$ cat config.mk
export PLATFORM = sky130hd
export DESIGN_NAME = adc_trig_cmp
export DESIGN_NICKNAME = d
export VERILOG_FILES = /design/src/rtl/adc_trig_cmp.sv
export SDC_FILE = /design/constraint.sdc
export NUM_CORES = 1
export LEC_CHECK = 0
export CAP_MARGIN = 5
export CORE_MARGIN = 2
export CORE_UTILIZATION = 54
export CTS_CLUSTER_SIZE = 20
export DETAILED_ROUTE_END_ITERATION = 12
export GPL_ROUTABILITY_DRIVEN = 0
export HOLD_SLACK_MARGIN = 0.12
export PLACE_DENSITY = 0.77
export SKIP_CTS_REPAIR_TIMING = 1
export SLEW_MARGIN = 20
export SYNTH_ARGS = -nofsm -noshare
export SYNTH_HDL_FRONTEND = slang
export SYNTH_SLANG_ARGS = --single-unit
$ cat constraint.sdc
create_clock -name clk -period 1.9 [get_ports clk]
set_input_delay 0.57 -clock clk [delete_from_list [all_inputs] [get_ports clk]]
set_output_delay 0.57 -clock clk [all_outputs]
set_load 0.05 [all_outputs]
$ cat src/rtl/adc_trig_cmp.sv
module adc_trig_cmp #(
  parameter int W = 16,
  parameter logic [W-1:0] INIT = '1
) (
  input  logic         clk,
  input  logic         rst_n,
  input  logic         en,
  input  logic [W-1:0] cnt,
  input  logic         crest,
  input  logic         trough,
  input  logic [1:0]   bus_addr,
  input  logic         bus_wr,
  input  logic         bus_rd,
  input  logic [W-1:0] bus_wdata,
  input  logic         bus_byte,
  output logic [W-1:0] bus_rdata,
  output logic         bus_err,
  output logic         req_a,
  output logic         req_b
);
  localparam logic [1:0] SEL_CMP_A = 2'd0;
  localparam logic [1:0] SEL_CMP_B = 2'd1;
  localparam logic [1:0] SEL_BUF_A = 2'd2;
  localparam logic [1:0] SEL_BUF_B = 2'd3;

  logic [W-1:0] cmp_a, cmp_b, buf_a, buf_b;
  logic [W-1:0] buf_a_nx, buf_b_nx;
  logic         hit_a, hit_b, hit_a_q, hit_b_q;
  logic         wr_ok, xfer;

  assign wr_ok    = bus_wr && !bus_byte;
  assign xfer     = crest || trough;
  assign buf_a_nx = (wr_ok && bus_addr == SEL_BUF_A) ? bus_wdata : buf_a;
  assign buf_b_nx = (wr_ok && bus_addr == SEL_BUF_B) ? bus_wdata : buf_b;
  assign hit_a    = (cnt == cmp_a);
  assign hit_b    = (cnt == cmp_b);

  always_ff @(posedge clk) begin
    if (!rst_n) begin
      cmp_a     <= INIT;
      cmp_b     <= INIT;
      buf_a     <= INIT;
      buf_b     <= INIT;
      bus_rdata <= '0;
      bus_err   <= 1'b0;
      hit_a_q   <= 1'b0;
      hit_b_q   <= 1'b0;
      req_a     <= 1'b0;
      req_b     <= 1'b0;
    end else begin
      buf_a <= buf_a_nx;
      buf_b <= buf_b_nx;
      if (xfer) begin
        cmp_a <= buf_a_nx;
        cmp_b <= buf_b_nx;
      end else begin
        if (wr_ok && bus_addr == SEL_CMP_A) cmp_a <= bus_wdata;
        if (wr_ok && bus_addr == SEL_CMP_B) cmp_b <= bus_wdata;
      end
      if (bus_byte && (bus_wr || bus_rd)) bus_err <= 1'b1;
      if (bus_rd) begin
        if (bus_byte) bus_rdata <= '0;
        else begin
          case (bus_addr)
            SEL_CMP_A: bus_rdata <= cmp_a;
            SEL_CMP_B: bus_rdata <= cmp_b;
            SEL_BUF_A: bus_rdata <= buf_a;
            default:   bus_rdata <= buf_b;
          endcase
        end
      end
      hit_a_q <= hit_a;
      hit_b_q <= hit_b;
      req_a   <= en && hit_a && !hit_a_q;
      req_b   <= en && hit_b && !hit_b_q;
    end
  end
endmodule


==> metrics.txt, run 1 <==
critical path fanouts, max 20; Post-Syn Area between 4000 and 5000 um2; Largest stage delay, worst path roughly 580 ps; total track usage 0.279; final-stage net count approximately 540; slew margin rel. 0.766; clock sink count 85; Setup Viol. Count Final 0; DRT Pass-1 Iters 5; Required @ worst endpoint around 2200 ps; Pint 2690 uW; DR DRC count 0; Netlist cell types 41; drt initial violations 350; TritonCTS buffer count 9; DR WL/cell 18.3 um; final core utilization 0.700; number of core rows 31; CP Data Arrival Time 2130 ps; Initial Util 0.558; DIE WIDTH around 91 um; sw frac 0.294; placed insts slightly below 600; grt total ovfl 0; worst-margin pin slew between 300 and 400 ps; CTS tree yes; Synth top cells by count dfxtp_1, nand2_1, nand3_1; Area Overhead vs Synth 25.4%; cell with the most instances after synthesis dfxtp_1; switching power approximately 1100 uW; drt total wl around 11000 um; post-synth net total 463; final std cells w/o fill between 500 and 600; initial antenna violation count 0; Most used DFF post-synth dfxtp_1; share of cells above drive strength 1 0.203; Ys Warns 0; Peak VDD IR just over 0.0004 V; # port buffers 60; leakage 0.00207 uW; Core Region 7250 um2; HP Class register to register; Max stage delay cell, worst path mux4_1; routed vias/inst around 5.8; register area share after synthesis 0.420; status finished, final reports clean; fin. max-slew vios 0; largest area contributor in the netlist dfxtp_1; first-pass GRT wire length roughly 18000 um; Avg Inst Size Synth ~9.6 um2; Hold Vio Cnt, Final 0; number of flops mapped to enable cells by yosys 0; via count between 3000 and 4000; max_cap viols 0; HPWL Detailed between 7000 and 8000 um; Clock Tree Buf Depth 2; FF+latch area between 1500 and 2000 um2; share of power burned in registers 0.509; Fmax approximately 0.54 GHz; Root Buffer clkbuf_8; largest net degree at the start of global routing 49; Multi-input gate area roughly 2100 um2; startpoint types input pin; FF+latch count, synth between 80 and 90; Fin Clk Skew about 8.4 ps; # IOs slightly above 60; top cell type's share of synthesized area 0.420; Pwr per Cell Area between 700 and 800 nW/um2; clock share of power 0.300; worst-path cell chain clkdlybuf4s50_1, buf_12, mux4_1, a21oi_1, nor2b_1; ANT nets after route 0; RSZ-0062 raised after global routing no; vias in the first global route about 3400; # diodes 0; Tmin final ~1900 ps; Gate power share 0.191; fraction of registers with async set or reset after synthesis 0; fin crit share 0.979; Crit. End Element register; DIE AREA around 8000 um2; clock transition at the registers of the reported paths about 90 ps; clock latency on the worst-skew pair about 370 ps; CP Class input pin to register; Area contributors post-synth dfxtp_1, mux4_2, xnor2_1; Die Y between 90 and 100 um; Syn Inst Count around 420; CTS H-tree lvls 3; filler cell count 576
[worst max-delay path: cells and delay by family]
kind	cells	cell delay [ps]
multiplexers	1	580
buffers and inverters	2	740
AO/OA/AOI/OAI	1	180
AND/OR/NAND/NOR	1	60
[flip-flops by register name (all words and copies together) (netlist names)]
| name | cells |
|---|---|
| bus_rdata | 16 |
| hit_a_q | 1 |
| cmp_b | 16 |
| bus_err | 1 |
| cmp_a | 16 |
| req_a | 1 |
| hit_b_q | 1 |
| buf_a | 16 |
| buf_b | 16 |
| req_b | 1 |
[final timing paths]
kind / startpoint / endpoint / slack (ps) / depth (start not counted)
worst max-delay path: bus_addr[0] / bus_rdata[10] / 40 / 5
worst min-delay path: hit_b_q / req_b / 400 / 1
worst max register to register: cmp_b[6] / req_b / 400 / 5
worst min register to register: hit_b_q / req_b / 400 / 1
[area by class of cell]
class | instances | area share
well taps | 99 | 0.0244
repair buffers | 91 | 0.174
clock inverters | 6 | 0.00764
inverters | 17 | 0.0126
clock buffers | 10 | 0.0251
flip-flops and latches | 85 | 0.335
multi-input cells | 289 | 0.421
[cell families (layout without fill, tap and decap cells)]
group                  after synthesis  after routing  synth area share
buffers and inverters               47            124            0.0597
flip-flops                          85             85             0.420
XOR/XNOR                            32             32            0.0692
AO/OA/AOI/OAI                       86             86             0.162
AND/OR/NAND/NOR                    153            153             0.193
multiplexers                        18             18            0.0958
[power groups by stage]
stage,clock network [uW],registers (uW),logic (uW)
after global routing,1230,1950,778
after CTS,1150,1940,717
after global placement,0,1980,701
after detailed placement,0,1980,714
after floorplan,0,2030,358
final,1140,1940,726
[metrics by stage]
step                      area, um2  setup TNS (ps)  total power (uW)  setup WS [ps]  hold WS [ps]
final                          5080               0              3810           39.3           399
after global routing           5080               0              3950           3.75           409
after CTS                      5030            -375              3810          -59.1           404
after detailed placement       4860          -22120              2690           -417           387
after global placement         4860          -18560              2680           -363           379
after floorplan                4050               0              2390            157           374
[routing by layer]
metal  GRT usage  share of wire  up-vias
li1            -              -     1643
met1       0.377           0.41     1627
met2       0.440           0.47      164
met3      0.0710          0.095       20
met4      0.0885          0.017        0
met5           0              0        -
[placed cells by master (no fill, tap or decap), types with 9 or more instances in the layout]
cell / count
dfxtp_1: 85
nand2_1: 65
buf_4: 41
clkdlybuf4s50_1: 38
nand3_1: 33
nor2b_1: 32
xnor2_1: 31
inv_1: 17
o211ai_1: 16
a21oi_1: 16
a22oi_1: 15
a221o_1: 14
mux4_2: 14
o21ai_2: 10
clkbuf_8: 9
(Power assumes the default switching activity.)
==> run 2, diff against run 1 <==
--- a/config.mk
+++ b/config.mk
@@ -8,6 +8,7 @@
 export CAP_MARGIN = 5
 export CORE_MARGIN = 2
 export CORE_UTILIZATION = 54
+export CTS_CLUSTER_DIAMETER = 60
 export CTS_CLUSTER_SIZE = 20
 export DETAILED_ROUTE_END_ITERATION = 12
 export GPL_ROUTABILITY_DRIVEN = 0
==> results of run 2 <==
Final layout, timing and power as in run 1 (identical DEF).
